==> src/rtl/se_pkg.sv <==
package se_pkg;

    localparam int CMD_AW = 11;
    localparam int DATA_W = 8;

    localparam logic [CMD_AW-1:0] ADR_KEY_A = 11'h555;
    localparam logic [CMD_AW-1:0] ADR_KEY_B = 11'h2AA;
    localparam logic [DATA_W-1:0] DAT_KEY_A = 8'hAA;
    localparam logic [DATA_W-1:0] DAT_KEY_B = 8'h55;
    localparam logic [DATA_W-1:0] DAT_ARM   = 8'h80;
    localparam logic [DATA_W-1:0] DAT_SECT  = 8'h30;
    localparam logic [DATA_W-1:0] DAT_HOLD  = 8'hB0;

    typedef enum logic [2:0] {
        CMD_NONE,
        CMD_KEY_A,
        CMD_KEY_B,
        CMD_ARM,
        CMD_SECT,
        CMD_HOLD,
        CMD_OTHER
    } cmd_e;

    typedef enum logic [3:0] {
        ST_READ,
        ST_K1,
        ST_K2,
        ST_ARMED,
        ST_K3,
        ST_K4,
        ST_WIN,
        ST_ERASE,
        ST_SUSP
    } seq_st_e;

    function automatic cmd_e classify(input logic v,
                                      input logic [CMD_AW-1:0] a,
                                      input logic [DATA_W-1:0] d);
        if (!v)                                 return CMD_NONE;
        if (a == ADR_KEY_A && d == DAT_KEY_A)   return CMD_KEY_A;
        if (a == ADR_KEY_B && d == DAT_KEY_B)   return CMD_KEY_B;
        if (a == ADR_KEY_A && d == DAT_ARM)     return CMD_ARM;
        if (d == DAT_SECT)                      return CMD_SECT;
        if (d == DAT_HOLD)                      return CMD_HOLD;
        return CMD_OTHER;
    endfunction

endpackage

==> src/rtl/se_cmd_decode.sv <==
module se_cmd_decode
    import se_pkg::*;
(
    input  logic                we,
    input  logic [CMD_AW-1:0]   cmd_addr,
    input  logic [DATA_W-1:0]   wdata,
    output cmd_e                cmd
);
    always_comb cmd = classify(we, cmd_addr, wdata);
endmodule

==> src/rtl/se_countdown.sv <==
module se_countdown #(
    parameter int W = 8
) (
    input  logic         clk,
    input  logic         rst,
    input  logic         load,
    input  logic [W-1:0] load_val,
    input  logic         dec,
    output logic         is_one
);
    logic [W-1:0] cnt_q;

    always_ff @(posedge clk) begin
        if (rst)        cnt_q <= '0;
        else if (load)  cnt_q <= load_val;
        else if (dec)   cnt_q <= cnt_q - 1'b1;
    end

    assign is_one = (cnt_q == W'(1));
endmodule

==> src/rtl/se_sector_flags.sv <==
module se_sector_flags #(
    parameter int SECT_N = 16,
    localparam int IW = $clog2(SECT_N)
) (
    input  logic              clk,
    input  logic              rst,
    input  logic              set_en,
    input  logic [IW-1:0]     set_idx,
    input  logic              clr,
    output logic [SECT_N-1:0] flags
);
    for (genvar i = 0; i < SECT_N; i++) begin : g_flag
        always_ff @(posedge clk) begin
            if (rst || clr)
                flags[i] <= 1'b0;
            else if (set_en && set_idx == IW'(i))
                flags[i] <= 1'b1;
        end
    end
endmodule

==> src/rtl/sector_erase_seq.sv <==
module sector_erase_seq
    import se_pkg::*;
#(
    parameter int SECT_N    = 16,
    parameter int ADDR_W    = 15,
    parameter int WIN_CYC   = 5000,
    parameter int ERASE_CYC = 100000
) (
    input  logic              clk,
    input  logic              rst,
    input  logic              we,
    input  logic [ADDR_W-1:0] addr,
    input  logic [7:0]        wdata,
    output logic              win_open,
    output logic              erasing,
    output logic              suspended,
    output logic              tmr_done,
    output logic [SECT_N-1:0] sect_sel
);
    localparam int SW    = $clog2(SECT_N);
    localparam int WIN_W = $clog2(WIN_CYC + 1);
    localparam int ER_W  = $clog2(ERASE_CYC + 1);

    seq_st_e st_q, st_d;
    cmd_e    cmd;
    logic    win_one, er_one;
    logic    win_load, win_quiet, win_dec, to_erase, abort_win;
    logic    er_run, er_dec, er_done;

    se_cmd_decode u_dec (
        .we       (we),
        .cmd_addr (addr[CMD_AW-1:0]),
        .wdata    (wdata),
        .cmd      (cmd)
    );

    always_comb begin
        win_load  = (st_q == ST_K4 || st_q == ST_WIN) && cmd == CMD_SECT;
        win_quiet = st_q == ST_WIN && (cmd == CMD_NONE || cmd == CMD_HOLD);
        win_dec   = win_quiet && !win_one;
        to_erase  = win_quiet && win_one;
        abort_win = st_q == ST_WIN && !(cmd == CMD_NONE || cmd == CMD_HOLD
                                        || cmd == CMD_SECT);
        er_run    = st_q == ST_ERASE && cmd != CMD_HOLD;
        er_dec    = er_run && !er_one;
        er_done   = er_run && er_one;
    end

    se_countdown #(.W(WIN_W)) u_win_cnt (
        .clk      (clk),
        .rst      (rst),
        .load     (win_load),
        .load_val (WIN_W'(WIN_CYC)),
        .dec      (win_dec),
        .is_one   (win_one)
    );

    se_countdown #(.W(ER_W)) u_er_cnt (
        .clk      (clk),
        .rst      (rst),
        .load     (to_erase),
        .load_val (ER_W'(ERASE_CYC)),
        .dec      (er_dec),
        .is_one   (er_one)
    );

    se_sector_flags #(.SECT_N(SECT_N)) u_flags (
        .clk     (clk),
        .rst     (rst),
        .set_en  (win_load),
        .set_idx (addr[ADDR_W-1 -: SW]),
        .clr     (abort_win || er_done),
        .flags   (sect_sel)
    );

    always_comb begin
        st_d = st_q;
        unique case (st_q)
            ST_READ:  if (cmd != CMD_NONE) st_d = (cmd == CMD_KEY_A) ? ST_K1    : ST_READ;
            ST_K1:    if (cmd != CMD_NONE) st_d = (cmd == CMD_KEY_B) ? ST_K2    : ST_READ;
            ST_K2:    if (cmd != CMD_NONE) st_d = (cmd == CMD_ARM)   ? ST_ARMED : ST_READ;
            ST_ARMED: if (cmd != CMD_NONE) st_d = (cmd == CMD_KEY_A) ? ST_K3    : ST_READ;
            ST_K3:    if (cmd != CMD_NONE) st_d = (cmd == CMD_KEY_B) ? ST_K4    : ST_READ;
            ST_K4:    if (cmd != CMD_NONE) st_d = (cmd == CMD_SECT)  ? ST_WIN   : ST_READ;
            ST_WIN: begin
                if (abort_win)     st_d = ST_READ;
                else if (to_erase) st_d = ST_ERASE;
            end
            ST_ERASE: begin
                if (cmd == CMD_HOLD) st_d = ST_SUSP;
                else if (er_done)    st_d = ST_READ;
            end
            ST_SUSP:  if (cmd == CMD_SECT) st_d = ST_ERASE;
            default:  st_d = ST_READ;
        endcase
    end

    always_ff @(posedge clk) begin
        if (rst) st_q <= ST_READ;
        else     st_q <= st_d;
    end

    assign win_open  = (st_q == ST_WIN);
    assign erasing   = (st_q == ST_ERASE);
    assign suspended = (st_q == ST_SUSP);
    assign tmr_done  = (st_q == ST_ERASE) || (st_q == ST_SUSP);

endmodule

==> config.mk <==
export PLATFORM = sky130hd
export DESIGN_NAME = sector_erase_seq
export DESIGN_NICKNAME = d
export VERILOG_FILES = /design/src/rtl/se_pkg.sv /design/src/rtl/se_cmd_decode.sv /design/src/rtl/se_countdown.sv /design/src/rtl/se_sector_flags.sv /design/src/rtl/sector_erase_seq.sv
export SDC_FILE = /design/constraint.sdc
export NUM_CORES = 1
export LEC_CHECK = 0
export ABC_AREA = 1
export BUFFER_PORTS_ARGS = -buffer_cell sky130_fd_sc_hd__buf_2
export CAP_MARGIN = 20
export CORE_AREA = 4 4 94 70
export DETAILED_ROUTE_END_ITERATION = 12
export DIE_AREA = 0 0 98 74
export GPL_ROUTABILITY_DRIVEN = 0
export PLACE_DENSITY = 0.89
export SLEW_MARGIN = 10
export SYNTH_ARGS = -nofsm -noshare
export SYNTH_HDL_FRONTEND = slang
export SYNTH_SLANG_ARGS = --single-unit
export TNS_END_PERCENT = 100
==> constraint.sdc <==
create_clock -name clk -period 1.89 [get_ports clk]
set_input_delay 0.2835 -clock clk [delete_from_list [all_inputs] [get_ports clk]]
set_output_delay 0.2835 -clock clk [all_outputs]
set_load 0.03 [all_outputs]
# [Yosys cells after proc, flatten, opt, wreduce, memory -nomap -nowiden]
# Index checks and enable logic that the tools add are counted.
[op_classes] add_sub_neg=2 n_eq_ne=47 muxes=55 n_reduce_logical=45
[ops] cell="3-bit two-way mux" n=16
[ops] cell="4-bit two-way mux" n=11
[ops] cell="4-bit equality test, second input constant" n=9
[ops] cell="4-bit one-hot mux with 9 select lines" n=1
[ops] cell="17-bit two-way mux" n=2
[ops] cell="4-bit by 3-bit equality test with 1-bit output, second input constant" n=8
[ops] cell="1-bit logical AND" n=27
[ops] cell="13-bit two-way mux" n=2
[ops] cell="8-bit equality test, second input constant" n=3
[ops] cell="1-bit two-way mux" n=21
[ops] cell="17-bit by 1-bit equality test with 1-bit output, second input constant" n=1
[ops] cell="17-bit by 1-bit subtractor with 17-bit output, second input constant" n=1
[ops] cell="4-bit by 2-bit equality test with 1-bit output, second input constant" n=4
[ops] cell="13-bit by 1-bit equality test with 1-bit output, second input constant" n=1
[ops] cell="13-bit by 1-bit subtractor with 13-bit output, second input constant" n=1
[ops] cell="11-bit by 10-bit equality test with 1-bit output, second input constant" n=1
[ops] cell="11-bit equality test, second input constant" n=1
[ops] cell="2-bit != test, second input constant" n=5
[ops] cell="9-bit AND reduction" n=1
[ops] cell="4-bit by 1-bit equality test with 1-bit output, second input constant" n=2
[ops] cell="8-bit by 6-bit equality test with 1-bit output, second input constant" n=1
[ops] cell="8-bit by 7-bit equality test with 1-bit output, second input constant" n=1
[ops] cell="4-bit zero test" n=2
[ops] cell="3-bit by 2-bit equality test with 1-bit output, second input constant" n=2
[ops] cell="12 further kinds" n=25
[totals] regBits=50 inputBits=26 out_inout_bits=20 word_cells=170

# [Depth between registers and ports, before layout]
# Gate-level depths: netlist (run 1).
[logic_depth] word_depth=31 depth_mapped=16 mapped_depth_nobuf=16

# [By module]
# Synthesis (run 1) repeated with hierarchy kept, for this count alone.
[hier_totals] hier_cells=532 area_unflattened_um2=3382.0
[modules_own_cells] mod="se_countdown at u_er_cnt" n_inst=1 cells_each=180 area_per_inst_um2=1171.1 seq_area_each_um2=340.3
[modules_own_cells] mod="se_countdown at u_win_cnt" n_inst=1 cells_each=133 area_per_inst_um2=853.3 seq_area_each_um2=260.2
[modules_own_cells] mod="se_sector_flags" n_inst=1 cells_each=85 area_per_inst_um2=640.6 seq_area_each_um2=320.3
[modules_own_cells] mod="sector_erase_seq" n_inst=1 cells_each=85 area_per_inst_um2=476.7 seq_area_each_um2=80.1
[modules_own_cells] mod="se_cmd_decode" n_inst=1 cells_each=49 area_per_inst_um2=240.2 seq_area_each_um2=0.0

# [Worst setup path before layout (run 1)]
# Ideal clock, no wire load.
[synth_timing] kind="flip-flop to flip-flop" start="reg st_q[0]" end="reg st_q[0]" setup_ns=0.113 arrival_ns=1.914 required_ns=1.777 setup_slack_ns=-0.137 stages_incl_launch_ff=13 n_path_buf=0 synth_period_minus_slack_ns=2.027 path_cell_list="dfxtp_1 -> nor2_1 -> inv_1 -> nor3_1 -> inv_1 -> nand2_1 -> nand2_1 -> nand2_2 -> inv_2 -> nand2_2 -> nand2_1 -> nand2_1 -> nor2_1"
[synth_between] word_cells_on_any_way=26 cone_classes="eq/ne: 17; mux: 2; reduce/logical: 7"
[synth_lines] item="from (decl)" line="sector_erase_seq.sv:24" source="seq_st_e st_q, st_d;"
[synth_lines] item="from (signal assigned)" line="sector_erase_seq.sv:100" source="else st_q <= st_d;"
[synth_lines] item="4-bit equality test (*)"
[synth_lines] item="named net suspended" line="sector_erase_seq.sv:16" source="output logic suspended,"
[synth_lines] item="2-bit by 1-bit != test with 1-bit output (no line)"
[synth_lines] item="9-bit AND reduction (no line)"
# The timed path passes the listed nets; every way through them passes the cells marked *.
# A chain may end at the register's enable or synchronous reset.

# [Worst setup path in the final report (run 1)]
[layout_timing] start="reg u_er_cnt.cnt_q[12]" end="reg u_er_cnt.cnt_q[5]"
[layout_between] elab_chain_cells=4
[layout_rtl] item="from (decl)" line="se_countdown.sv:11" source="logic [W-1:0] cnt_q;"
[layout_rtl] item="from (signal assigned)" line="se_countdown.sv:15" source="else if (load) cnt_q <= load_val;"
[layout_rtl] item="from (signal assigned)" line="se_countdown.sv:16" source="else if (dec) cnt_q <= cnt_q - 1'b1;"
[layout_rtl] item="17-bit by 1-bit equality test with 1-bit output" line="se_countdown.sv:19" source="assign is_one = (cnt_q == W'(1));"
[layout_rtl] item="1-bit zero test" line="sector_erase_seq.sv:45" source="er_dec = er_run && !er_one;"
[layout_rtl] item="1-bit logical AND" line="sector_erase_seq.sv:45"
[layout_rtl] item="2-bit nonzero test (no line)"
# Every way passes these cells.

==> impl_results.md, run 1 <==
- Core area: 0.005612 mm2
- Yosys cell types: 39
- RSZ-0062 raised after global routing: yes
- Drt total wl: 8.135 mm
- Nets@finish: 606
- Reg-to-Reg Start: u_er_cnt.cnt_q[12]
- Layout cells sized above 1: 23.92%
- Met2 wire length: 3.849 mm
- Worst Tran Pin Value: 0.3389 ns
- Die area: 0.007252 mm2
- Die Y-Extent: 74 um
- HP Start: rst
- Detailed placer's ending HPWL: 5.960 mm
- CP startpoint: u_er_cnt.cnt_q[12]
- Placed Cells incl. Taps: 632
- Drt pass-1 iters: 5
- Vias per inst: 5.264
- Cell count after synthesis: 497
- Iteration-0 DRC count of the detailed router: 159
- Num CTS Buffers: 5
- Sequential share of the synthesized area: 31.21%
- Pre-CTS setup slack: -0.1475 ns
- Vias in the first global route: 3155
- Port Buf Inserts: 45
- Die width: 98 um
- Drt wl/cell: 12.48 um
- Worst Path Required: 2.11 ns
- Synth Cell Area: 0.003207 mm2
- # DRC: 0
- Synthesized area per cell: 6.452 um2
- Metal1 wirelength: 3.599 mm
- Hold Slack: 0.2824 ns
- Crit-path cells: nor2_4, nand3_4, nor4_4, nand4_1, buf_6, nand3_4, buf_4, nor2_1, nand2_1, nand3_1, nand2_1, inv_1
- CP Capture Type: flop
- ANT nets after route: 0
- Hold crit path type: in2reg
- Slew headroom: 77.32%
- Max VDD drop: 0.0003822 V
- Pwr dens: 509.8 mW/mm2
- Max Freq: 546.1 MHz
- Post-Route Skew: 0.01555 ns
- Top routing layer used: met4
- Initial antenna violation count: 0
- Synth Register Bits: 50
- Worst Path Class, Setup: reg2reg
- Filler cell count: 438
- Leakage: 2.013 nW
- Initial Utilization: 57.15%
- TritonCTS clock tree: built
- Finished Layout Cells: 652
- Wire length on met3: 509 um
- GRT Util Overall: 22.03%
- Clock Tree Buf Depth: 2
- Global-route wire length before repair: 13.50 mm
- Tcrit/Tclk final: 96.89%
- Deepest level of the CTS H-tree: 2
- Finish-stage setup viols: 0
- Maxcap violations: 0
- Crit-path max FO: 7
- Worst EP arrival: 2.05 ns
- # rows: 23
- Largest net degree at the start of global routing: 19
- Crit-path max cell delay: 0.36 ns
- Mapped Nets: 527
- Outcome: finished clean
- Tot Pwr: 0.002019 W
- Final Max Slew Viols: 0
- Minimum clock period: 1.831 ns
- Worst-path clk slew: 0.10 ns
- Startpoint types: flop
- PnR worst setup slack: 0.05881 ns
- Antenna Diode Count: 0
- Area growth syn-to-layout: 23.53%
- # hold bufs at CTS: 0
- Slowest stage cell, crit path: dfxtp_4
- Io pins: 46
- Yosys warns: 0
- Clock Root Buffer: clkbuf_8
- Final Hold Viols: 0
- Global route total overflow: 0
- CTS Sinks: 50
- Via count: 3432
- Clk_lat worst skew: 0.31 ns
## cells by family (layout without fill, tap and decap cells)
| group | after synthesis | after routing | synth area share, % |
|---|---|---|---|
| DFF | 50 | 50 | 31.21 |
| buffers and inverters | 87 | 166 | 11.12 |
| and+or+nand+nor | 281 | 282 | 41.24 |
| adders and majority gates | 4 | 4 | 1.561 |
| xor gates and xnor gates | 18 | 18 | 4.916 |
| AOI/OAI and AO/OA | 57 | 57 | 9.949 |
## cells in the final DEF (no fill, tap or decap), types with 16 or more instances in the layout
cell type and count:
nor2_1 98, buf_4 30, inv_1 72, buf_2 44
xor2_1 16, nand2_1 91, dfxtp_1 47, a31oi_1 17
nand3_1 28, a21oi_1 23
## state kept, by name, summed over array words and instances (netlist names)
name and count:
u_flags.flags 16, u_er_cnt.cnt_q 17, u_win_cnt.cnt_q 13, st_q 4
## critical path: cells and delay by family, from the launching register on
family,cells,cell delay (ns)
AND/OR/NAND/NOR,9,1.03
flip-flops,1,0.36
buffers and inverters,3,0.34
## final timing paths
check / end / slack, ns / depth (start not counted)
max: u_er_cnt.cnt_q[5] / 0.06 / 12
min: u_er_cnt.cnt_q[16] / 0.28 / 2
max reg2reg: u_er_cnt.cnt_q[5] / 0.06 / 12
min reg2reg: u_flags.flags[3] / 0.48 / 2
## Yosys cell counts (all sizes together)
master / count / share of area [%]
nand2: 99 / 12
nand4: 11 / 2.6
ha: 4 / 1.6
nor4: 3 / 0.78
nor3b: 2 / 0.62
o21bai: 1 / 0.23
xor2: 16 / 4.4
clkinv: 1 / 0.12
a31oi: 17 / 3.3
nand3: 36 / 7.2
dfxtp: 50 / 31
a21oi: 23 / 3.6
o221ai: 1 / 0.47
inv: 79 / 9.3
nor3: 14 / 2.7
nor2: 113 / 14
xnor2: 2 / 0.55
or2: 3 / 0.59
o21ai: 15 / 2.3
buf: 7 / 1.7
## cell type report
type / count / area (um2) / share of cell area, %
clock buffer: 5 / 68.82 / 1.737
multi-input combinational: 361 / 1938 / 48.93
clock inverter: 3 / 26.28 / 0.6633
tap: 75 / 93.84 / 2.369
inverter: 80 / 305.3 / 7.707
sequential: 50 / 1007 / 25.43
timing repair buffer: 78 / 521.8 / 13.17
## power by group
group / switching, W / internal (W) / total [W]
Combinational: 0.000182 / 0.000111 / 0.000294
Clock: 0.000378 / 0.000273 / 0.000651
Sequential: 0.0000126 / 0.00106 / 0.00107
Total: 0.000573 / 0.00145 / 0.00202
## timing repair
| action | in CTS | in global routing |
|---|---|---|
| cloned | 0 | 2 |
| resized for setup | 3 | 19 |
| pin swaps | 3 | 7 |
| setup endpoints to repair | 12 | 26 |
| buffers inserted | 4 | 7 |
| endpoints found under the hold margin | 0 | 0 |
## metrics by stage
step,utilization [%],area (um2),TNS [ns]
2_1_floorplan,-,3218,-0.002817
3_3_place_gp,65.24,3661,-0.2497
3_5_place_dp,65.24,3661,-3.630
4_1_cts,67.58,3792,-0.003087
5_1_grt,70.59,3961,-0.1761
6_report,70.59,3961,0
## per-layer routing
| metal | vias up | global-route usage (%) |
|---|---|---|
| met1 | 1553 | 28.50 |
| met5 | - | 0 |
| met3 | 24 | 4.499 |
| met4 | 0 | 5.837 |
| li1 | 1745 | - |
| met2 | 110 | 38.24 |
Note: power is estimated with default switching activity, not from simulation.
==> run 2: changes to the inputs <==
Settings changed: CORE_AREA 4 4 94 70 to 4 4 99 73, DIE_AREA 0 0 98 74 to 0 0 103 77, GPL_TIMING_DRIVEN set to 0, PLACE_DENSITY 0.89 to 0.85.
Clock period 1.89 ns to 1.6 ns, I/O delays scaled along.
==> impl_results.md, run 2 (synthesized netlist as in run 1, its figures left out) <==
- CP Capture Type: flop (unchanged)
- Port Buf Inserts: 44 (was 45)
- Placed Cells incl. Taps: 619 (was 632)
- Drt wl/cell: 18.00 um (was 12.48 um)
- Final Hold Viols: 0 (unchanged)
- Wire length on met3: 1.156 mm (was 509 um)
- Biggest register: u_er_cnt.cnt_q (unchanged)
- Startpoint types: flop (unchanged)
- Clock Tree Buf Depth: 2 (unchanged)
- Fin Setup TNS: -9.999 ns (was 0 ns)
- Worst EP arrival: 2.14 ns (was 2.05 ns)
- Initial antenna violation count: 0 (unchanged)
- Finished Core Util: 77.10% (was 70.59%)
- Tcrit/Tclk final: 118.7% (was 96.89%)
- Most common cell after layout, fill and taps aside: nor2_1 (unchanged)
- Detailed placer's ending HPWL: 5.875 mm (was 5.960 mm)
- Top routing layer used: met4 (unchanged)
- Die width: 103 um (was 98 um)
- # DRC: 0 (unchanged)
- Via count: 4056 (was 3432)
- Global-route wire length before repair: 15.68 mm (was 13.50 mm)
- Drt total wl: 11.97 mm (was 8.135 mm)
- GRT Util Overall: 23.85% (was 22.03%)
- # hold bufs at CTS: 0 (unchanged)
- Layout cells sized above 1: 46.34% (was 23.92%)
- Leakage: 2.229 nW (was 2.013 nW)
- Drt pass-1 iters: 7 (was 5)
- Post-Route Skew: 0.008452 ns (was 0.01555 ns)
- Die Y-Extent: 77 um (was 74 um)
- Area growth syn-to-layout: 48.73% (was 23.53%)
- # rows: 24 (was 23)
- Most frequent cells in the layout: nor2_1 (65), nand2_1 (63), inv_1 (62) (was nor2_1 (98), nand2_1 (91), inv_1 (72))
- Antenna Diode Count: 0 (unchanged)
- Pwr dens: 538.4 mW/mm2 (was 509.8 mW/mm2)
- Top Registers: u_er_cnt.cnt_q: 17 flops, u_flags.flags: 16 flops, u_win_cnt.cnt_q: 13 flops (unchanged)
- Hold crit path type: in2reg (unchanged)
- Worst Path Class, Setup: reg2reg (unchanged)
- Finished Layout Cells: 665 (was 652)
- Worst-path clk slew: 0.11 ns (was 0.10 ns)
- Pre-CTS setup slack: -0.5284 ns (was -0.1475 ns)
- Io pins: 46 (unchanged)
- Worst Path Required: 1.84 ns (was 2.11 ns)
- Nets@finish: 616 (was 606)
- Iteration-0 DRC count of the detailed router: 507 (was 159)
- TritonCTS clock tree: built (unchanged)
- Largest net degree at the start of global routing: 19 (unchanged)
- Crit-path max FO: 5 (was 7)
- Reg-to-Reg Start: u_er_cnt.cnt_q[13] (was u_er_cnt.cnt_q[12])
- Finish-stage setup viols: 52 (was 0)
- Outcome: complete, but fails checks (was finished clean)
- Clock Root Buffer: clkbuf_8 (unchanged)
- Core area: 0.006186 mm2 (was 0.005612 mm2)
- Slew headroom: 62.51% (was 77.32%)
- Hold path depth: 2 (unchanged)
- Vias per inst: 6.099 (was 5.264)
- CP startpoint: u_er_cnt.cnt_q[13] (was u_er_cnt.cnt_q[12])
- R2R cell count: 10 (was 12)
- Max Freq: 526.5 MHz (was 546.1 MHz)
- Die area: 0.007931 mm2 (was 0.007252 mm2)
- HP Start: rst (unchanged)
- Max FFs per register: 17 (unchanged)
- Hold Slack: 0.3637 ns (was 0.2824 ns)
- Filler cell count: 367 (was 438)
- RSZ-0062 raised after global routing: yes (unchanged)
- Num CTS Buffers: 5 (unchanged)
- Minimum clock period: 1.899 ns (was 1.831 ns)
- Deepest level of the CTS H-tree: 2 (unchanged)
- Max VDD drop: 0.0004443 V (was 0.0003822 V)
- Maxcap violations: 0 (unchanged)
- Global route total overflow: 0 (unchanged)
- ANT nets after route: 0 (unchanged)
- Initial Utilization: 51.84% (was 57.15%)
- Failing checks: setup timing
- Final Max Slew Viols: 0 (unchanged)
- Worst Tran Pin Value: 0.5624 ns (was 0.3389 ns)
- Met2 wire length: 5.656 mm (was 3.849 mm)
- Vias in the first global route: 3519 (was 3155)
- PnR worst setup slack: -0.2993 ns (was 0.05881 ns)
- Metal1 wirelength: 4.368 mm (was 3.599 mm)
- Clk_lat worst skew: 0.32 ns (was 0.31 ns)
- CTS Sinks: 50 (unchanged)
-- run 2: through the flow --
step / cell area (um2) / power, W
after floorplan: 3306 / 0.001520
after global placement: 3623 / 0.001605
after detailed placement: 3623 / 0.001619
after CTS: 4219 / 0.002452
after global routing: 4770 / 0.002676
final: 4770 / 0.002568
-- run 2: repair_timing --
action / 4_1_cts / 5_1_grt
pin swaps: 22 / 43
resized for setup: 89 / 143
setup endpoints to repair: 53 / 53
hold endpoints to repair: 0 / 0
gates cloned: 3 / 2
buffers inserted: 23 / 11
-- run 2: final timing paths --
kind                               to  slack (ns)
setup reg to reg   u_er_cnt.cnt_q[16]       -0.30
hold reg to reg     u_flags.flags[12]        0.50
hold / removal    u_win_cnt.cnt_q[12]        0.36
setup / recovery   u_er_cnt.cnt_q[16]       -0.30
-- run 2: worst max-delay path, cell delays in order, from the launching register on --
cell and delay, ns:
dfxtp_1 0.37, inv_1 0.15, nand3_4 0.12, nor4_4 0.17, nand4_1 0.23, nand3_4 0.18, buf_8 0.15, nand2_1 0.07
inv_1 0.11, nand2_1 0.07, a21oi_1 0.20
-- run 2: final cells by class --
class	count	area (um2)	area share, %
inverters	80	325.3	6.821
plain buffers	7	75.07	1.574
repair inverters	1	16.27	0.3410
repair buffers	81	654.4	13.72
well taps	78	97.59	2.046
flip-flops and latches	50	1044	21.88
multi-input cells	360	2460	51.57
clock buffers	5	68.82	1.443
clock inverters	3	28.78	0.6034
-- run 2: power by group --
part / total, W / switching (W) / internal [W]
Combinational: 0.000475 / 0.000300 / 0.000175
Clock: 0.000829 / 0.000501 / 0.000328
Sequential: 0.00126 / 0.0000170 / 0.00125
-- run 2: per-layer routing --
layer	GRT usage [%]	vias up
met3	3.717	115
met2	41.17	326
met1	30.48	1854
met5	0	-
li1	-	1761
met4	6.598	0
